<file path="config.mk">
export PLATFORM = sky130hd
export DESIGN_NAME = adc_scan_seq
export DESIGN_NICKNAME = d
export VERILOG_FILES = /design/src/rtl/adc_scan_pkg.sv /design/src/rtl/adc_trig_edge.sv /design/src/rtl/adc_chan_pick.sv /design/src/rtl/adc_result_align.sv /design/src/rtl/adc_scan_seq.sv
export SDC_FILE = /design/constraint.sdc
export NUM_CORES = 1
export LEC_CHECK = 0
export BUFFER_PORTS_ARGS = -buffer_cell sky130_fd_sc_hd__clkbuf_2
export CAP_MARGIN = 20
export CORE_MARGIN = 3
export CORE_UTILIZATION = 35
export DETAILED_ROUTE_END_ITERATION = 16
export SYNTH_ARGS = -nofsm -noshare
export SYNTH_HDL_FRONTEND = slang
export SYNTH_SLANG_ARGS = --single-unit
</file>
<file path="constraint.sdc">
create_clock -name clk -period 11.2 [get_ports clk]
set_input_delay 1.12 -clock clk [delete_from_list [all_inputs] [get_ports clk]]
set_output_delay 1.12 -clock clk [all_outputs]
set_load 0.1 [all_outputs]
</file>
<file path="src/rtl/adc_scan_pkg.sv">
package adc_scan_pkg;
   localparam int RES_MIN = 2;
   typedef enum logic [0:0] {SEQ_IDLE = 1'b0, SEQ_CONV = 1'b1} seq_state_t;
endpackage

</file>
<file path="src/rtl/adc_trig_edge.sv">
module adc_trig_edge #(
   parameter int NSRC = 4,
   parameter int SW   = 2
) (
   input  logic            clk,
   input  logic            rst_n,
   input  logic [NSRC-1:0] lines,
   input  logic [SW-1:0]   sel,
   input  logic            rising,
   output logic            fire
);
   logic [NSRC-1:0] prev_q;
   logic            now_v;
   logic            old_v;

   // all lines are remembered so that a change of sel never fakes an edge
   always_ff @(posedge clk or negedge rst_n) begin
      if (!rst_n) prev_q <= '0;
      else        prev_q <= lines;
   end

   assign now_v = lines[sel];
   assign old_v = prev_q[sel];
   assign fire  = rising ? (now_v & ~old_v) : (~now_v & old_v);
endmodule

</file>
<file path="src/rtl/adc_chan_pick.sv">
module adc_chan_pick #(
   parameter int NCH = 4,
   parameter int CW  = 2
) (
   input  logic [NCH-1:0] mask,
   input  logic [CW-1:0]  after,
   input  logic           from_start,
   output logic           found,
   output logic [CW-1:0]  ch
);
   // downward walk so the lowest qualifying index is the one left standing
   always_comb begin
      found = 1'b0;
      ch    = '0;
      for (int i = NCH - 1; i >= 0; i--) begin
         if (mask[i] && (from_start || (i > int'(after)))) begin
            found = 1'b1;
            ch    = CW'(i);
         end
      end
   end
endmodule

</file>
<file path="src/rtl/adc_result_align.sv">
module adc_result_align #(
   parameter int RW  = 10,
   parameter int RCW = 4
) (
   input  logic [RW-1:0]  raw,
   input  logic [RCW-1:0] res,
   input  logic [RW-1:0]  thr,
   input  logic           gt,
   output logic [RW-1:0]  aligned,
   output logic           hit
);
   logic [RW-1:0] keep;
   logic [RW-1:0] masked;

   assign keep    = ~({RW{1'b1}} << res);
   assign masked  = raw & keep;
   assign aligned = masked << (RW - int'(res));
   assign hit     = gt ? (aligned > thr) : (aligned < thr);
endmodule

</file>
<file path="src/rtl/adc_scan_seq.sv">
module adc_scan_seq
   import adc_scan_pkg::*;
#(
   parameter int  NCH  = 4,
   parameter int  NSRC = 4,
   parameter int  RW   = 10,
   localparam int CW   = $clog2(NCH),
   localparam int SW   = $clog2(NSRC),
   localparam int RCW  = $clog2(RW + 1)
) (
   input  logic             clk,
   input  logic             rst_n,
   input  logic             en,
   input  logic             cont,
   input  logic [SW-1:0]    trig_sel,
   input  logic             trig_rise,
   input  logic [NSRC-1:0]  trig_in,
   input  logic [NCH-1:0]   ch_en,
   input  logic [NCH*RCW-1:0] ch_res,
   input  logic [NCH*RW-1:0]  ch_thr,
   input  logic [NCH-1:0]   ch_gt,
   input  logic [NCH:0]     irq_en,
   input  logic [NCH:0]     irq_clr,
   output logic             conv_start,
   output logic [CW-1:0]    conv_ch,
   output logic [RCW-1:0]   conv_res,
   input  logic [RW-1:0]    conv_data,
   output logic             busy,
   output logic             done,
   output logic [NCH*RW-1:0] result,
   output logic [NCH:0]     irq_status,
   output logic             irq
);
   initial begin
      if (NCH < 2 || (1 << CW) != NCH) $fatal(1, "NCH must be a power of two, at least 2");
      if (NSRC < 2 || (1 << SW) != NSRC) $fatal(1, "NSRC must be a power of two, at least 2");
      if (RW < RES_MIN || RW > 15) $fatal(1, "RW out of supported range");
   end

   seq_state_t     state_q;
   logic [CW-1:0]  ch_q;
   logic [RCW-1:0] cnt_q;
   logic           start_q;
   logic           done_q;
   logic [NCH:0]   stat_q;
   logic [NCH:0]   ev;
   logic [RW-1:0]  res_q  [NCH];
   logic [RCW-1:0] eff_res[NCH];
   logic [RW-1:0]  thr_a  [NCH];

   logic           fire;
   logic           first_found, next_found;
   logic [CW-1:0]  first_ch, next_ch;
   logic [RCW-1:0] cur_res;
   logic [RW-1:0]  aligned;
   logic           hit;
   logic           conv_last;
   logic           scan_end;

   generate
      for (genvar i = 0; i < NCH; i++) begin : g_cfg
         logic [RCW-1:0] code;
         assign code       = ch_res[i*RCW +: RCW];
         assign eff_res[i] = (code < RES_MIN) ? RCW'(RES_MIN) :
                             (code > RW)      ? RCW'(RW) : code;
         assign thr_a[i]   = ch_thr[i*RW +: RW];
      end
   endgenerate

   adc_trig_edge #(.NSRC(NSRC), .SW(SW)) u_trig (
      .clk(clk), .rst_n(rst_n), .lines(trig_in), .sel(trig_sel),
      .rising(trig_rise), .fire(fire)
   );

   adc_chan_pick #(.NCH(NCH), .CW(CW)) u_first (
      .mask(ch_en), .after('0), .from_start(1'b1),
      .found(first_found), .ch(first_ch)
   );

   adc_chan_pick #(.NCH(NCH), .CW(CW)) u_next (
      .mask(ch_en), .after(ch_q), .from_start(1'b0),
      .found(next_found), .ch(next_ch)
   );

   assign cur_res = eff_res[ch_q];

   adc_result_align #(.RW(RW), .RCW(RCW)) u_align (
      .raw(conv_data), .res(cur_res), .thr(thr_a[ch_q]), .gt(ch_gt[ch_q]),
      .aligned(aligned), .hit(hit)
   );

   assign conv_last = (state_q == SEQ_CONV) && (cnt_q == '0);
   assign scan_end  = en && ((conv_last && !next_found) ||
                             ((state_q == SEQ_IDLE) && fire && !first_found));

   always_ff @(posedge clk or negedge rst_n) begin
      if (!rst_n) begin
         state_q <= SEQ_IDLE;
         ch_q    <= '0;
         cnt_q   <= '0;
         start_q <= 1'b0;
         done_q  <= 1'b0;
      end else begin
         start_q <= 1'b0;
         if (!en) begin
            state_q <= SEQ_IDLE;
         end else begin
            unique case (state_q)
               SEQ_IDLE: begin
                  if (fire) begin
                     if (first_found) begin
                        done_q  <= 1'b0;
                        state_q <= SEQ_CONV;
                        ch_q    <= first_ch;
                        cnt_q   <= eff_res[first_ch];
                        start_q <= 1'b1;
                     end else begin
                        done_q  <= 1'b1;
                     end
                  end
               end
               SEQ_CONV: begin
                  if (cnt_q != '0) begin
                     cnt_q <= cnt_q - 1'b1;
                  end else if (next_found) begin
                     ch_q    <= next_ch;
                     cnt_q   <= eff_res[next_ch];
                     start_q <= 1'b1;
                  end else if (cont && first_found) begin
                     ch_q    <= first_ch;
                     cnt_q   <= eff_res[first_ch];
                     start_q <= 1'b1;
                  end else begin
                     state_q <= SEQ_IDLE;
                     done_q  <= 1'b1;
                  end
               end
               default: state_q <= SEQ_IDLE;
            endcase
         end
      end
   end

   generate
      for (genvar i = 0; i < NCH; i++) begin : g_slot
         assign ev[i] = en && conv_last && hit && (ch_q == CW'(i));
         always_ff @(posedge clk or negedge rst_n) begin
            if (!rst_n)                                   res_q[i] <= '0;
            else if (en && conv_last && (ch_q == CW'(i))) res_q[i] <= aligned;
         end
         assign result[i*RW +: RW] = res_q[i];
      end
   endgenerate
   assign ev[NCH] = scan_end;

   always_ff @(posedge clk or negedge rst_n) begin
      if (!rst_n) stat_q <= '0;
      else        stat_q <= (stat_q & ~irq_clr) | ev;
   end

   assign conv_start = start_q;
   assign conv_ch    = ch_q;
   assign conv_res   = cur_res;
   assign busy       = (state_q == SEQ_CONV);
   assign done       = done_q;
   assign irq_status = stat_q;
   assign irq        = |(stat_q & irq_en);
endmodule

</file>
==> impl_table.tex, run 1 <==
\begin{tabular}{lr}
\hline
Metric & Value \\
\hline
\multicolumn{2}{l}{\textbf{Critical path}} \\
\quad Startpoint Class & input port \\
\quad Number of buffers and inverters on the critical path & 3 \\
\quad Crit-path cells & clkbuf\_2 -> or3\_1 -> and4\_1 -> or4\_1 -> inv\_6 -> ha\_1 -> clkinv\_1 -> nor4b\_1 -> nand4\_1 -> ha\_1 -> nor2b\_1 -> o21a\_1 -> o21ai\_0 -> a211oi\_1 -> nor3\_1 -> or3\_1 -> o22ai\_1 \\
\quad Total number of cells along the worst setup path & 17 \\
\quad CP required & 11.43 ns \\
\quad Type of the setup path with the least slack & input port to flop \\
\quad Worst reg2reg setup slack & 5.46 ns \\
\quad CP Capture Point & irq\_status[3] \\
\quad CP Data Arrival Time & 6.11 ns \\
\quad Capture point of the worst reg-to-reg path & irq\_status[3] \\
\quad Critical Path Fanout Max & 11 \\
\quad Crit-path leading delay family & simple AND/OR/NAND/NOR gates \\
\quad Endpoint class of the critical path & flop \\
\quad R2r worst-path depth & 16 \\
\quad CP Launch Point & ch\_res[15] \\
\quad Critical Path Slowest Stage Cell & sky130\_fd\_sc\_hd\_\_or4\_1 \\
\quad Startpoint of the lowest-slack register-to-register path & conv\_ch[1] \\
\quad Delay of the slowest critical-path stage & 0.79 ns \\
\multicolumn{2}{l}{\textbf{Clocking}} \\
\quad Number of levels in the clock H-tree & 3 \\
\quad Number of post-CTS setup repair buffers & 0 \\
\quad Clock buffers created by TritonCTS & 9 \\
\quad TritonCTS clock tree & done \\
\quad CTS sink count & 58 \\
\quad Count of cells resized by post-cts repair & 0 \\
\quad Worst-case clock buffer depth & 2 \\
\quad Hold Buf Count CTS & 0 \\
\quad Clock Latency Late Sink & 0.33 ns \\
\quad Root buf cell & sky130\_fd\_sc\_hd\_\_clkbuf\_16 \\
\quad Clock input transition at the sequential cells of the worst setup and hold paths & 0.05 ns \\
\multicolumn{2}{l}{\textbf{Pwr}} \\
\quad Clock power share & 15.6\% \\
\quad Power density of the placed cells & 331 nW/um\^{}2 \\
\quad Sequential share of power & 16.7\% \\
\quad Relative contribution of combinational cells to total power & 67.7\% \\
\quad Worst IR drop on VDD & 127 uV \\
\quad Cell leakage power & 2.85 nW \\
\quad Cell internal power dissipation & 0.000833 W \\
\quad Switching pwr & 0.00105 W \\
\quad Sw Share & 55.8\% \\
\multicolumn{2}{l}{\textbf{Logic synthesis}} \\
\quad Synth Area in Compound Gates & 19.2\% \\
\quad Count of flip-flops with a built-in enable after synthesis & 0 \\
\quad Post-synthesis sequential area ratio & 32.5\% \\
\quad XOR/XNOR Fraction of Synth Area & 0.393\% \\
\quad Avg Synthesized Cell Area & 9.91 sq um \\
\quad Multiplexer share of the synthesized area & 22.9\% \\
\quad Ys flop type & sky130\_fd\_sc\_hd\_\_dfrtp\_1 \\
\quad Post-Syn Nets & 560 \\
\quad Number of instances in the synthesized netlist & 450 \\
\quad Fraction of registers with async set or reset after synthesis & 100\% \\
\quad Yosys reg bits & 58 \\
\quad Basic-gate share of the synthesized area counting and, or, nand and nor cells & 15.7\% \\
\quad Dominant combinational cell family by area after synthesis & multiplexers \\
\quad Mapped Area & 4460 sq um \\
\quad Number of distinct standard cells referenced by the synthesized netlist & 76 \\
\quad Post-Synth Adder-Cell Area & 4.21\% \\
\quad Synthesis Warnings & 0 \\
\multicolumn{2}{l}{\textbf{Place}} \\
\quad Area of placed instances & 5370 sq um \\
\quad Final HPWL from detailed placement & 10,700 um \\
\quad Number of buffers inserted by port buffering & 149 \\
\quad Weighted congestion at the end of routability-driven global placement & 0.888 \\
\multicolumn{2}{l}{\textbf{Cells and area}} \\
\quad Commonest non-fill, non-tap cell in the layout & sky130\_fd\_sc\_hd\_\_clkbuf\_2 \\
\quad Fill cell count & 1,173 \\
\quad Synth-to-Final Area Change & 27.6\% \\
\quad Number of inserted diodes & 0 \\
\quad Highest-count cells in the layout ignoring fill and taps & sky130\_fd\_sc\_hd\_\_clkbuf\_2 (149), sky130\_fd\_sc\_hd\_\_dfrtp\_1 (58), sky130\_fd\_sc\_hd\_\_nand2\_1 (38) \\
\quad Multi-input combinational cell area & 2780 sq um \\
\quad Post-route design area & 5690 sq um \\
\quad Share of layout cells above drive strength 1 & 40.4\% \\
\quad Final nets & 707 \\
\quad Area occupied by registers & 1450 sq um \\
\multicolumn{2}{l}{\textbf{STA}} \\
\quad Maximum clock frequency & 170 MHz \\
\quad Number of failing hold endpoints at the final stage & 0 \\
\quad Tightest slew margin relative to the limit & 33.5\% \\
\quad Setup Viol. Count Final & 0 \\
\quad Setup tns final & 0 ns \\
\quad Slew @ Worst Pin & 0.990 ns \\
\quad Share of the cycle needed by the critical path after routing & 52.5\% \\
\quad Clock skew & 0.00581 ns \\
\quad Slew Viols, Final & 0 \\
\quad Minimum clock period & 5.88 ns \\
\quad RSZ-0062 raised after global routing & false \\
\multicolumn{2}{l}{\textbf{Detailed routing}} \\
\quad Antenna-violating nets left & 0 \\
\quad Vias/cell & 5.37 \\
\quad Overall via count from detail\_route & 4,136 \\
\quad Post-detailed-route DRC marker count & 0 \\
\quad DR pass1 iterations & 4 \\
\quad DRC marker count from the first detailed-route iteration & 291 \\
\quad Routed Wire Length & 13,600 um \\
\quad Average wire per standard cell & 17.6 um \\
\multicolumn{2}{l}{\textbf{Worst hold path}} \\
\quad Number of cells traversed by the worst hold path & 2 \\
\quad Type of the most critical hold path & flop to flop \\
\multicolumn{2}{l}{\textbf{Global routing}} \\
\quad Number of antenna violations at the first check in global routing & 0 \\
\quad Total routing resource utilization after global routing & 19.4\% \\
\quad Largest net degree at the start of global routing & 59 \\
\quad First-pass GRT wire length & 22,200 um \\
\quad Vias in the first global route & 4,282 \\
\quad Total congestion overflow & 0 \\
\multicolumn{2}{l}{\textbf{Floorplan}} \\
\quad Width of the die & 119 um \\
\quad Row count & 40 \\
\quad Die extent in y & 119 um \\
\quad Starting Density & 36.5\% \\
\quad Core Area & 12,200 sq um \\
\quad Number of primary I/O pins & 150 \\
\quad Floorplan die area & 14,100 sq um \\
\multicolumn{2}{l}{\textbf{Status}} \\
\quad Result of the run & finished, final reports clean \\
\multicolumn{2}{l}{\textbf{Run}} \\
\quad Max-cap viol count & 0 \\
\hline
\end{tabular}
==> worst min-delay path: cells and delay by family, from the launching register on <==
| family | cells | cell delay [ns] |
|---|---|---|
| flops | 1 | 0.34 |
| compound gates | 1 | 0.06 |
| simple gates | 1 | 0.05 |
==> power by group through the flow <==
stage	Clock [W]	Combinational, W	Sequential, W
floorplan	0	0.000680	0.000650
global placement	0	0.00126	0.000316
detailed placement	0	0.00127	0.000318
CTS	0.000301	0.00127	0.000316
global route	0.000311	0.00136	0.000324
finish	0.000294	0.00128	0.000315
==> stage by stage <==
stage	worst slack [ns]	utilization, %	std cells	power (W)	hold WS, ns
6_report	5.32	46.6	770	0.00189	0.480
5_1_grt	4.87	46.6	770	0.00200	0.512
4_1_cts	5.39	46.6	770	0.00189	0.491
3_5_place_dp	5.03	44.0	754	0.00159	0.474
3_3_place_gp	5.14	44.0	754	0.00157	0.473
2_1_floorplan	5.37	-	450	0.00133	0.463
==> cell usage after synthesis (4+ instances only) <==
cell | number | share of area, %
sky130_fd_sc_hd__o21a_1 | 4 | 0.67
sky130_fd_sc_hd__nor2b_1 | 8 | 1.1
sky130_fd_sc_hd__clkbuf_1 | 10 | 0.84
sky130_fd_sc_hd__or2_2 | 4 | 0.56
sky130_fd_sc_hd__nand2_1 | 38 | 3.2
sky130_fd_sc_hd__mux4_2 | 18 | 9.1
sky130_fd_sc_hd__mux2_2 | 32 | 8.1
sky130_fd_sc_hd__o22ai_1 | 9 | 1.3
sky130_fd_sc_hd__and2_1 | 4 | 0.56
sky130_fd_sc_hd__a21oi_1 | 18 | 2.0
sky130_fd_sc_hd__nand2b_1 | 9 | 1.3
sky130_fd_sc_hd__a22oi_1 | 6 | 1.0
sky130_fd_sc_hd__or3_1 | 4 | 0.56
sky130_fd_sc_hd__nor2_1 | 22 | 1.9
sky130_fd_sc_hd__inv_1 | 36 | 3.0
sky130_fd_sc_hd__ha_1 | 15 | 4.2
sky130_fd_sc_hd__mux2i_1 | 24 | 5.4
sky130_fd_sc_hd__o21ai_0 | 28 | 3.1
sky130_fd_sc_hd__nand3_1 | 9 | 1.0
sky130_fd_sc_hd__dfrtp_1 | 58 | 33
sky130_fd_sc_hd__o21ai_1 | 5 | 0.56
sky130_fd_sc_hd__nor3_1 | 9 | 1.0
==> routing by layer <==
metal	part of all wire [%]	vias up	wire, um	global-route usage, %
met5	0	-	0	0
met4	1.2	0	163	4.56
met3	5.9	15	804	5.65
met2	49	145	6670	31.8
met1	44	2002	5920	25.5
li1	-	1974	-	-
==> logic make-up (layout without fill, tap and decap cells) <==
logic type                 count (synthesis)  in the layout
adders and majority gates                 15             15
AOI/OAI and AO/OA                        113            113
DFF                                       58             58
buffers and inverters                     56            208
xor gates and xnor gates                   2              2
muxes                                     75             75
and+or+nand+nor                          131            131
==> worst min path at each step <==
stage,startpoint,endpoint,slack (ns)
6_report,result[30],result[30],0.48
5_1_grt,result[14],result[14],0.51
4_1_cts,result[30],result[30],0.49
3_5_place_dp,result[24],result[24],0.47
3_3_place_gp,result[1],result[1],0.47
2_1_floorplan,cnt_q[1],cnt_q[1],0.46
==> layout make-up <==
| cell class | instances | share of cell area [%] |
|---|---|---|
| clock buffer | 11 | 4.26 |
| clock inverter | 5 | 1.36 |
| inverter | 38 | 2.59 |
| multi-input combinational | 336 | 48.8 |
| sequential | 58 | 25.5 |
| tap | 168 | 3.69 |
| timing repair buffer | 154 | 13.8 |
==> registers in the layout (all words and copies together), names as in the netlist <==
signal	count
u_trig.prev_q	4
irq_status	5
result	40
done	1
conv_start	1
conv_ch	2
cnt_q	4
busy	1
Note: power is estimated with default switching activity, not from simulation.
==> run 2: changes to the inputs <==
- clock period: 11.2 -> 5.2 ns (I/O delays scaled with it)
==> impl_table.tex, run 2 (synthesis results as in run 1) <==
\begin{tabular}{lr}
\hline
Metric & Value \\
\hline
\multicolumn{2}{l}{\textbf{Status}} \\
\quad Result of the run & finished, final reports clean \\
\multicolumn{2}{l}{\textbf{STA}} \\
\quad Setup tns final & 0 ns (unchanged) \\
\quad Slew @ Worst Pin & 0.981 ns (-0.00976 ns) \\
\quad Number of failing hold endpoints at the final stage & 0 (unchanged) \\
\quad Share of the cycle needed by the critical path after routing & 93.0\% \\
\quad Slew Viols, Final & 0 (unchanged) \\
\quad RSZ-0062 raised after global routing & false \\
\quad Setup Viol. Count Final & 0 (unchanged) \\
\quad Clock skew & 0.00667 ns (+0.000859 ns) \\
\quad Maximum clock frequency & 207 MHz \\
\quad Tightest slew margin relative to the limit & 34.1\% (+0.66 points) \\
\quad Minimum clock period & 4.84 ns \\
\multicolumn{2}{l}{\textbf{Run}} \\
\quad Max-cap viol count & 0 (unchanged) \\
\multicolumn{2}{l}{\textbf{Place}} \\
\quad Total instance count after detailed placement & 762 (+1.1\%) \\
\quad Number of buffers inserted by port buffering & 149 (unchanged) \\
\quad Final HPWL from detailed placement & 10,800 um (+0.83\%) \\
\quad Weighted congestion at the end of routability-driven global placement & 0.895 (+0.83\%) \\
\multicolumn{2}{l}{\textbf{Clocking}} \\
\quad Count of cells resized by post-cts repair & 0 (unchanged) \\
\quad Worst-case clock buffer depth & 2 (unchanged) \\
\quad Clock buffers created by TritonCTS & 9 (unchanged) \\
\quad Root buf cell & sky130\_fd\_sc\_hd\_\_clkbuf\_16 \\
\quad TritonCTS clock tree & done \\
\quad Hold Buf Count CTS & 0 (unchanged) \\
\quad Clock input transition at the sequential cells of the worst setup and hold paths & 0.05 ns (about the same) \\
\quad CTS sink count & 58 (unchanged) \\
\quad Clock Latency Late Sink & 0.33 ns (about the same) \\
\quad Number of levels in the clock H-tree & 3 (unchanged) \\
\quad Number of post-CTS setup repair buffers & 0 (unchanged) \\
\multicolumn{2}{l}{\textbf{Cells and area}} \\
\quad Highest-count cells in the layout ignoring fill and taps & sky130\_fd\_sc\_hd\_\_clkbuf\_2 (149), sky130\_fd\_sc\_hd\_\_dfrtp\_1 (56), sky130\_fd\_sc\_hd\_\_nand2\_1 (38) \\
\quad Commonest non-fill, non-tap cell in the layout & sky130\_fd\_sc\_hd\_\_clkbuf\_2 \\
\quad Largest register FFs & 40 (unchanged) \\
\quad Final nets & 715 (+1.1\%) \\
\quad Share of layout cells above drive strength 1 & 41.8\% (+1.4 points) \\
\quad Number of non-filler instances in the completed layout & 778 (+1.0\%) \\
\quad Number of inserted diodes & 0 (unchanged) \\
\quad Synth-to-Final Area Change & 29.6\% \\
\multicolumn{2}{l}{\textbf{Detailed routing}} \\
\quad Antenna-violating nets left & 0 (unchanged) \\
\quad DR pass1 iterations & 4 (unchanged) \\
\quad Average wire per standard cell & 17.3 um (-1.7\%) \\
\quad DRC marker count from the first detailed-route iteration & 229 (-21\%) \\
\quad Overall via count from detail\_route & 4,200 (+1.5\%) \\
\quad Vias/cell & 5.40 (+0.50\%) \\
\quad Routed Wire Length & 13,500 um (-0.69\%) \\
\quad Post-detailed-route DRC marker count & 0 (unchanged) \\
\multicolumn{2}{l}{\textbf{Global routing}} \\
\quad Met3 capacity usage during global routing & 4.51\% (-1.1 points) \\
\quad GR met1 Demand/Resource & 24.1\% (-1.4 points) \\
\quad GR Layer Usage met2 & 30.8\% (-0.92 points) \\
\quad Vias in the first global route & 4,124 (-3.7\%) \\
\quad Largest net degree at the start of global routing & 59 (unchanged) \\
\quad Busiest layer in global routing & met2 \\
\quad Number of antenna violations at the first check in global routing & 0 (unchanged) \\
\quad Total routing resource utilization after global routing & 18.5\% (-0.90 points) \\
\quad First-pass GRT wire length & 21,100 um (-4.7\%) \\
\quad Total congestion overflow & 0 (unchanged) \\
\multicolumn{2}{l}{\textbf{Floorplan}} \\
\quad Floorplan die area & 14,100 sq um (unchanged) \\
\quad Core Area & 12,200 sq um (unchanged) \\
\quad Number of primary I/O pins & 150 (unchanged) \\
\quad Width of the die & 119 um (unchanged) \\
\quad Starting Density & 36.5\% (unchanged) \\
\quad Row count & 40 (unchanged) \\
\quad Die extent in y & 119 um (unchanged) \\
\multicolumn{2}{l}{\textbf{Pwr}} \\
\quad Power density of the placed cells & 720 nW/um\^{}2 (+120\%) \\
\quad Cell leakage power & 2.90 nW (+1.7\%) \\
\quad Worst IR drop on VDD & 395 uV (+210\%) \\
\multicolumn{2}{l}{\textbf{Critical path}} \\
\quad Delay of the slowest critical-path stage & 0.66 ns (-0.13 ns) \\
\quad CP required & 5.44 ns (-5.99 ns) \\
\quad Endpoint class of the critical path & flop \\
\quad Critical Path Fanout Max & 9 (-2) \\
\quad Most frequent CP cell & sky130\_fd\_sc\_hd\_\_ha\_1 \\
\quad Crit-path cells & inv\_1 -> buf\_4 -> a2111oi\_4 -> or4\_1 -> ha\_1 -> ha\_1 -> mux2\_2 -> and2\_1 -> mux4\_2 -> nor2\_1 -> a211oi\_2 -> ha\_1 -> a21o\_1 -> a21oi\_1 -> nor2b\_1 -> o21ai\_0 -> nand2\_1 -> or3\_1 -> o22ai\_1 \\
\quad CP Data Arrival Time & 5.08 ns (-1.03 ns) \\
\quad Critical Path Slowest Stage Cell & sky130\_fd\_sc\_hd\_\_or4\_1 \\
\quad Type of the setup path with the least slack & flop to flop \\
\quad Startpoint Class & flop \\
\quad R2r worst-path depth & 19 (+3) \\
\multicolumn{2}{l}{\textbf{Worst hold path}} \\
\quad Number of cells traversed by the worst hold path & 1 (-1) \\
\quad Type of the most critical hold path & input port to flop \\
\hline
\end{tabular}
==> run 2: cell count changes in the layout (fill, tap and decap cells not counted), moves of 2 or more <==
cell                       change
sky130_fd_sc_hd__dfrtp_2       +2
sky130_fd_sc_hd__dfrtp_1       -2
sky130_fd_sc_hd__clkinv_4      +2
sky130_fd_sc_hd__buf_4         +8
==> run 2: layer usage <==
layer	wire length (um)	part of all wire (%)
met1	5880	44
met2	6640	49
met3	736	5.5
met4	215	1.6
met5	0	0
==> run 2: critical path: cells and delay by family, from the launching register on <==
| family | cells | cell delay, ns |
|---|---|---|
| AOI/OAI and AO/OA | 6 | 0.82 |
| adders and majority gates | 3 | 0.69 |
| DFF | 1 | 0.47 |
| and+or+nand+nor | 6 | 1.52 |
| muxes | 2 | 0.76 |
| buffers and inverters | 2 | 0.46 |
==> run 2: per-stage QoR <==
| step | instance area [sq um] | total power, W | hold WS, ns | worst slack (ns) | utilization (%) |
|---|---|---|---|---|---|
| finish | 5780 | 0.00416 | 0.308 | 0.363 | 47.3 |
| detailed placement | 5440 | 0.00349 | 0.474 | 0.0995 | 44.5 |
| floorplan | 4470 | 0.00287 | 0.224 | 0.0140 | - |
| global placement | 5440 | 0.00347 | 0.469 | 0.221 | 44.5 |
| CTS | 5780 | 0.00418 | 0.295 | 0.335 | 47.3 |
| global route | 5780 | 0.00440 | 0.300 | 0.0164 | 47.3 |
==> run 2: cell type report <==
cell class	count	area, sq um
multi-input cells	336	2780
inverters	38	151
repair buffers	162	843
clock inverters	7	118
flip-flops and latches	58	1450
fillers	1220	6430
well taps	168	210
clock buffers	9	225
==> run 2: worst paths after layout <==
kind / from / endpoint / slack, ns
max reg2reg: conv_ch[1] / irq_status[2] / 0.36
max: conv_ch[1] / irq_status[2] / 0.36
min: trig_in[2] / u_trig.prev_q[2] / 0.31
max in group asynchronous: rst_n / conv_ch[1] / 4.32
min reg2reg: result[31] / result[31] / 0.48
min in group asynchronous: rst_n / result[21] / 0.33
==> run 2: power breakdown <==
part	total [W]	internal (W)	switching (W)	leakage (nW)
registers	0.000676	0.000572	0.000103	0.780
clock network	0.000681	0.000467	0.000214	0.169
logic	0.00280	0.000843	0.00196	1.95
total	0.00416	0.00188	0.00228	2.90
